===== config.mk =====
export PLATFORM = sky130hd
export DESIGN_NAME = pt_walker
export DESIGN_NICKNAME = d
export VERILOG_FILES = /design/src/rtl/ptw_pkg.sv /design/src/rtl/walker_fsm.sv /design/src/rtl/pte_addr_gen.sv /design/src/rtl/pte_decoder.sv /design/src/rtl/pt_walker.sv
export SDC_FILE = /design/constraint.sdc
export NUM_CORES = 1
export LEC_CHECK = 0
export BUFFER_PORTS_ARGS = -buffer_cell sky130_fd_sc_hd__buf_2
export CAP_MARGIN = 20
export CORE_UTILIZATION = 35
export CTS_CLUSTER_DIAMETER = 120
export DETAILED_ROUTE_END_ITERATION = 16
export PLACE_DENSITY = 0.57
export SLEW_MARGIN = 20
export SYNTH_ARGS = -nofsm -noshare
export SYNTH_HDL_FRONTEND = slang
export SYNTH_HIERARCHICAL = 1
export SYNTH_SLANG_ARGS = --single-unit

===== constraint.sdc =====
create_clock -name clk -period 2.3 [get_ports clk]
set_clock_uncertainty 0.15 [all_clocks]
set_input_delay 0.46 -clock clk [delete_from_list [all_inputs] [get_ports clk]]
set_output_delay 0.46 -clock clk [all_outputs]
set_load 0.05 [all_outputs]

===== src/rtl/ptw_pkg.sv =====
package ptw_pkg;
  typedef enum logic [1:0] {
    ST_IDLE  = 2'd0,
    ST_FETCH = 2'd1,
    ST_DONE  = 2'd2
  } walk_state_t;

  typedef enum logic [1:0] {
    RES_OK         = 2'b00,
    RES_PAGE_FAULT = 2'b01,
    RES_PROT_FAULT = 2'b10
  } walk_result_t;

  localparam logic [1:0] ACC_LOAD  = 2'b00;
  localparam logic [1:0] ACC_STORE = 2'b01;
  localparam logic [1:0] ACC_FETCH = 2'b10;

  localparam logic [1:0] PERM_NONE  = 2'b00;
  localparam logic [1:0] PERM_RO    = 2'b01;
  localparam logic [1:0] PERM_RW    = 2'b10;
  localparam logic [1:0] PERM_FETCH = 2'b11;
endpackage


===== src/rtl/walker_fsm.sv =====
module walker_fsm
  import ptw_pkg::*;
(
  input  logic        clk,
  input  logic        rst,
  input  logic        req_valid,
  input  logic        rd_valid,
  output walk_state_t state,
  output logic        accept,
  output logic        finish
);
  walk_state_t nxt;

  always_comb begin
    nxt    = state;
    accept = 1'b0;
    finish = 1'b0;
    case (state)
      ST_IDLE: begin
        if (req_valid) begin
          accept = 1'b1;
          nxt    = ST_FETCH;
        end
      end
      ST_FETCH: begin
        if (rd_valid) begin
          finish = 1'b1;
          nxt    = ST_DONE;
        end
      end
      ST_DONE: nxt = ST_IDLE;
      default: nxt = ST_IDLE;
    endcase
  end

  always_ff @(posedge clk) begin
    if (rst) state <= ST_IDLE;
    else     state <= nxt;
  end
endmodule


===== src/rtl/pte_addr_gen.sv =====
module pte_addr_gen #(
  parameter int ADDR_W    = 32,
  parameter int VPN_W     = 20,
  parameter int PTE_SHIFT = 2
) (
  input  logic [ADDR_W-1:0] base,
  input  logic [VPN_W-1:0]  vpn,
  output logic [ADDR_W-1:0] pte_addr
);
  // Entry index scaled to bytes; the sum wraps at the address width.
  logic [ADDR_W-1:0] byte_off;
  assign byte_off = ADDR_W'(vpn) << PTE_SHIFT;
  assign pte_addr = base + byte_off;
endmodule


===== src/rtl/pte_decoder.sv =====
module pte_decoder
  import ptw_pkg::*;
#(
  parameter int PTE_W = 32,
  parameter int PPN_W = 20,
  parameter int OFF_W = 12,
  localparam int PA_W = PPN_W + OFF_W
) (
  input  logic [PTE_W-1:0] pte,
  input  logic [1:0]       kind,
  input  logic [OFF_W-1:0] offset,
  output walk_result_t     res,
  output logic [PA_W-1:0]  pa
);
  // Layout: residency flag at the top bit, permission just above the frame number.
  localparam int PERM_LSB  = PPN_W;
  localparam int RESIDENT  = PTE_W - 1;

  logic             resident;
  logic [1:0]       perm;
  logic [PPN_W-1:0] frame;
  logic             allowed;
  logic             unused_rsvd;

  assign resident    = pte[RESIDENT];
  assign perm        = pte[PERM_LSB +: 2];
  assign frame       = pte[PPN_W-1:0];
  assign unused_rsvd = ^pte[RESIDENT-1:PERM_LSB+2];

  always_comb begin
    case (perm)
      PERM_RO:    allowed = (kind == ACC_LOAD);
      PERM_RW:    allowed = (kind == ACC_LOAD) || (kind == ACC_STORE);
      PERM_FETCH: allowed = (kind == ACC_FETCH);
      default:    allowed = 1'b0;
    endcase
  end

  always_comb begin
    pa = '0;
    if (!resident) begin
      res = RES_PAGE_FAULT;
    end else if (!allowed) begin
      res = RES_PROT_FAULT;
    end else begin
      res = RES_OK;
      pa  = {frame, offset};
    end
  end
endmodule


===== src/rtl/pt_walker.sv =====
module pt_walker
  import ptw_pkg::*;
#(
  parameter int VA_W   = 32,
  parameter int OFF_W  = 12,
  parameter int PPN_W  = 20,
  parameter int ADDR_W = 32,
  parameter int PTE_W  = 32,
  localparam int VPN_W = VA_W - OFF_W,
  localparam int PA_W  = PPN_W + OFF_W
) (
  input  logic              clk,
  input  logic              rst,
  input  logic              req_valid,
  output logic              req_ready,
  input  logic [VA_W-1:0]   req_vaddr,
  input  logic [1:0]        req_kind,
  input  logic [ADDR_W-1:0] ptbr,
  output logic              mem_rd_en,
  output logic [ADDR_W-1:0] mem_rd_addr,
  input  logic              mem_rd_valid,
  input  logic [PTE_W-1:0]  mem_rd_data,
  output logic              done,
  output logic [1:0]        result,
  output logic [PA_W-1:0]   paddr
);
  walk_state_t       state;
  logic              accept;
  logic              finish;
  logic [ADDR_W-1:0] pte_addr_w;
  logic [OFF_W-1:0]  offset_q;
  logic [1:0]        kind_q;
  walk_result_t      dec_res;
  logic [PA_W-1:0]   dec_pa;

  walker_fsm u_fsm (
    .clk      (clk),
    .rst      (rst),
    .req_valid(req_valid),
    .rd_valid (mem_rd_valid),
    .state    (state),
    .accept   (accept),
    .finish   (finish)
  );

  pte_addr_gen #(.ADDR_W(ADDR_W), .VPN_W(VPN_W), .PTE_SHIFT(2)) u_addr (
    .base    (ptbr),
    .vpn     (req_vaddr[VA_W-1:OFF_W]),
    .pte_addr(pte_addr_w)
  );

  pte_decoder #(.PTE_W(PTE_W), .PPN_W(PPN_W), .OFF_W(OFF_W)) u_dec (
    .pte   (mem_rd_data),
    .kind  (kind_q),
    .offset(offset_q),
    .res   (dec_res),
    .pa    (dec_pa)
  );

  assign req_ready = (state == ST_IDLE);

  always_ff @(posedge clk) begin
    if (rst) begin
      mem_rd_en   <= 1'b0;
      mem_rd_addr <= '0;
      offset_q    <= '0;
      kind_q      <= '0;
      done        <= 1'b0;
      result      <= RES_OK;
      paddr       <= '0;
    end else begin
      mem_rd_en <= accept;
      done      <= finish;
      if (accept) begin
        mem_rd_addr <= pte_addr_w;
        offset_q    <= req_vaddr[OFF_W-1:0];
        kind_q      <= req_kind;
      end
      if (finish) begin
        result <= dec_res;
        paddr  <= dec_pa;
      end
    end
  end
endmodule


* Word-level counts from Yosys, hierarchy flattened
Cells that the tools add are included.
Operators by class: add/sub/neg operators 1, equal/unequal tests 8, multiplexer cells 12, reductions and logical operators 4
Operators with widths (count):
- 2-to-1 mux 32 bit | 2
- adder 32 x 22 -> 32 bit | 1
- 2-to-1 mux 2 bit | 4
- equality test 2 x 1 -> 1 bit, second input constant | 3
- equality test 2 bit, second input constant | 3
- zero test 2 bit | 2
- 2-to-1 mux 1 bit | 4
- inequality test 2 bit, second input constant | 2
- case mux 2 bit (2 select lines) | 1
- case mux 1 bit (3 select lines) | 1
- AND reduction 2 bit | 1
- logical OR 1 bit | 1
Storage, ports and cells: flip-flop bits (word level) 84, input bits 102, output and inout bits 69, logic and storage cells 33

* Longest topological paths before layout
word-level depth 5, mapped depth 11, mapped depth without buffers 11

* By module
The synthesis kept the hierarchy.
By module, submodules not included:
- pt_walker | instances 1, cells an instance 263, area each 2902.8 µm²
- pte_addr_gen | instances 1, cells an instance 224, area each 1487.7 µm²
- pte_decoder | instances 1, cells an instance 122, area each 970.9 µm²
- walker_fsm | instances 1, cells an instance 9, area each 88.8 µm²

* Least setup slack after synthesis
No wires, ideal clock.
path kind in2reg, from input port ptbr[2], to register mem_rd_addr[30], data arrival time 2.250 ns, data required time 2.085 ns, path slack -0.166 ns, cell stages on the path 11, path buffers 0, cells stage by stage ha_1 inv_1 fa_1 nor2b_1 o2111a_1 o31a_1 o211ai_2 a211oi_2 xor2_1 mux2i_1 nor2_1
On the way: longest elaborated chain between the ends 1
Ends and longest elaborated chain:
- from (decl) | RTL line pt_walker.sv:18 | input logic [ADDR_W-1:0] ptbr,
- adder 32 x 22 -> 32 bit | RTL line pte_addr_gen.sv:13 | assign pte_addr = base + byte_off;
- net pte_addr_w[30] | RTL line pt_walker.sv:30 | logic [ADDR_W-1:0] pte_addr_w;
- to (signal assigned) | RTL line pt_walker.sv:75 | mem_rd_addr <= pte_addr_w;
- to (decl) | RTL line pt_walker.sv:20 | output logic [ADDR_W-1:0] mem_rd_addr,
The timed path passes the listed nets, and every way through them passes these cells. A chain may end at the register's enable or synchronous reset.

* Worst setup path after layout
from input port ptbr[2], to register mem_rd_addr[24]
The elaborated chain is that of the path after synthesis.

==> out/qor.csv <==
metric,value,unit
layout_min_cycle_time,2.30,ns
setup_violations,2,
synthesis.area,5450,µm²
fmax,434,MHz
p_leak,3.19,nW
required,2.38,ns
fin_area,7230,µm²
layout.cells.non_filler,1008,
min_period_over_period,1.00,
placementRows,45,
end_kind,flop,
root_buffer,clkbuf_16,
seqPwrFrac,0.355,
synth_area_leaders,"dfxtp_1, mux2i_1, o22ai_2, nor2_1, nand4b_1",
drc_errors,0,
synth_edf_count,0,
switching_share,0.339,
setup_slack,-0.00479,ns
drive_above_1_share,0.384,
cts_buffers,9,
cp.arrival,2.38,ns
rsz0062_at_grt,true,
powerDensity,623,nW/µm²
die_y,127,µm
synth_area_per_cell,8.82,µm²
core-area,15200,µm²
pre_cts_ws,-0.410,ns
io_buffers,161,
wl_per_cell,14.9,µm
grt_pass1_vias,4927,
ioPinCount,171,
crit_type,in -> reg,
setup_tns,-0.00689,ns
grt_overflow,0,
grt_use_total,0.187,
gp_congestion,0.858,
status,"complete, but fails checks",
grt_pass1_wl,24100,µm
synth.distinct_cells,61,
ctsHtreeMaxLevel,3,
worstMarginPinSlew,0.935,ns
hold_ws,0.200,ns
drt-initial-drc-count,223,
synthToLayoutAreaGrowth,32.7,%
num_vias,5163,
yosysWarnings,6,
report.power.total,4.50,mW
dieArea,16100,µm²
via_per_inst,5.12,
cts_tree,yes,
pwr-share-clk,0.332,
nFillCells,1496,
p_comb_frac,0.313,
clk_pin_slew,0.07,ns
start_util,0.359,
syn_inst,618,
crit_fanout,5,
hold_class,in -> reg,
ys.flop_type,dfxtp_1,
final_antenna_net_count,0,
ys_seq_area_frac,0.309,
synth.net_count,741,
dieWidth,127,µm
synth_top_area_frac,0.309,
hold_viol,0,
yosysMostFrequentCell,nor2_1,
cp-start-kind,input port,
antenna_cells,0,
fin_util,0.476,
netlist_top_cells_count,"nor2_1, dfxtp_1, mux2i_1, nand2_1, nand4b_1",
nets,938,
maxCapViolCount,0,
wl,15000,µm
dpl.hpwl,10700,µm
ir_worst_vdd,0.330,mV
antenna_found_initial,1,
r2r_slack,0.53,ns
cts_buffer_depth,2,
grt_max_degree,85,
maxSlewViolCount,0,
dp_cells,990,
p_sw,1.53,mW
async_flop_share,0,
synth_top_cell_by_area,dfxtp_1,
relSlewSlack,0.376,
synth_seq_cells,84,
dpl_cell_area,6830,µm²
failed_checks,negative setup slack,
clock_sinks,84,
clock_latency,0.35,ns
intPower,2.97,mW
firstDrtPassIters,4,
[final timing paths]
kind | from | end | cells past startpoint
setup / recovery | ptbr[2] | mem_rd_addr[24] | 12
hold / removal | req_vaddr[8] | offset_q[8] | 3
setup reg to reg | kind_q[1] | paddr[28] | 5
hold reg to reg | mem_rd_addr[23] | mem_rd_addr[23] | 2
[kinds of logic after synthesis]
group	Yosys count	share of synthesized area
AOI/OAI and AO/OA	110	0.168
and+or+nand+nor	237	0.218
DFF	84	0.309
muxes	80	0.147
adders and majority gates	21	0.0496
buffers and inverters	64	0.0741
xor gates and xnor gates	22	0.0354
[layer usage]
metal	share of wire	track usage
met2	0.48	0.309
met1	0.45	0.237
met5	0	0
met4	0.023	0.0903
met3	0.046	0.0308
[final cells by class]
| cell class | count | area (µm²) | area share |
|---|---|---|---|
| clock buffer | 9 | 225 | 0.0311 |
| clock inverter | 7 | 73.8 | 0.0102 |
| inverter | 15 | 56.3 | 0.00779 |
| multi-input combinational | 470 | 3520 | 0.487 |
| sequential | 84 | 1680 | 0.233 |
| tap | 188 | 235 | 0.0325 |
| timing repair buffer | 235 | 1440 | 0.199 |
[state kept, by name, indices dropped and copies added (netlist names)]
name / cells
kind_q: 2
done: 1
mem_rd_addr: 32
u_fsm/state: 2
result: 2
paddr: 32
mem_rd_en: 1
offset_q: 12
[power by group through the flow]
stage               clock, mW  sequential [mW]  combinational, mW
floorplan                   0             1.84              0.723
global route             1.60             1.61               1.52
detailed placement          0             1.63               1.38
global placement            0             1.63               1.35
finish                   1.49             1.60               1.41
CTS                      1.54             1.60               1.39
[worst max-delay path: stages]
cell and delay [ns]:
buf_6 0.10, ha_4 0.15, inv_2 0.04, fa_2 0.20, nor2b_2 0.05, o2111a_1 0.26
o31a_1 0.34, o211ai_4 0.30, a21boi_2 0.10, xor2_1 0.17, mux2i_1 0.14, nor2_1 0.06
[layout by cell type (no fill, tap or decap), types with 4 or more instances in the layout]
| master | netlist | routed |
|---|---|---|
| dfxtp_1 | 84 | 84 |
| o21ai_0 | 8 | 7 |
| ha_1 | 20 | 16 |
| nor3_1 | 11 | 8 |
| mux2i_1 | 80 | 80 |
| a21oi_2 | 2 | 6 |
| clkbuf_16 | 0 | 9 |
| buf_12 | 3 | 5 |
| nor2_1 | 94 | 92 |
| nand2_1 | 57 | 56 |
| nand4b_1 | 32 | 32 |
| buf_2 | 14 | 159 |
| ha_4 | 0 | 4 |
| xnor2_1 | 10 | 10 |
| o21ai_1 | 5 | 5 |
| a21oi_1 | 23 | 19 |
| o22ai_2 | 30 | 30 |
| buf_4 | 5 | 69 |
| a21o_1 | 4 | 4 |
| nand3_1 | 13 | 13 |
| o211ai_1 | 6 | 6 |
| inv_1 | 14 | 13 |
| nand2b_1 | 7 | 7 |
| xor2_1 | 12 | 11 |
[timing repair]
action	in CTS	in global routing
gates resized for setup	2	15
hold buffers	0	0
pin swaps	0	13
gates cloned	0	0
setup endpoints to repair	5	16
buffers inserted	0	2
Power figures use the tool's default switching activity.
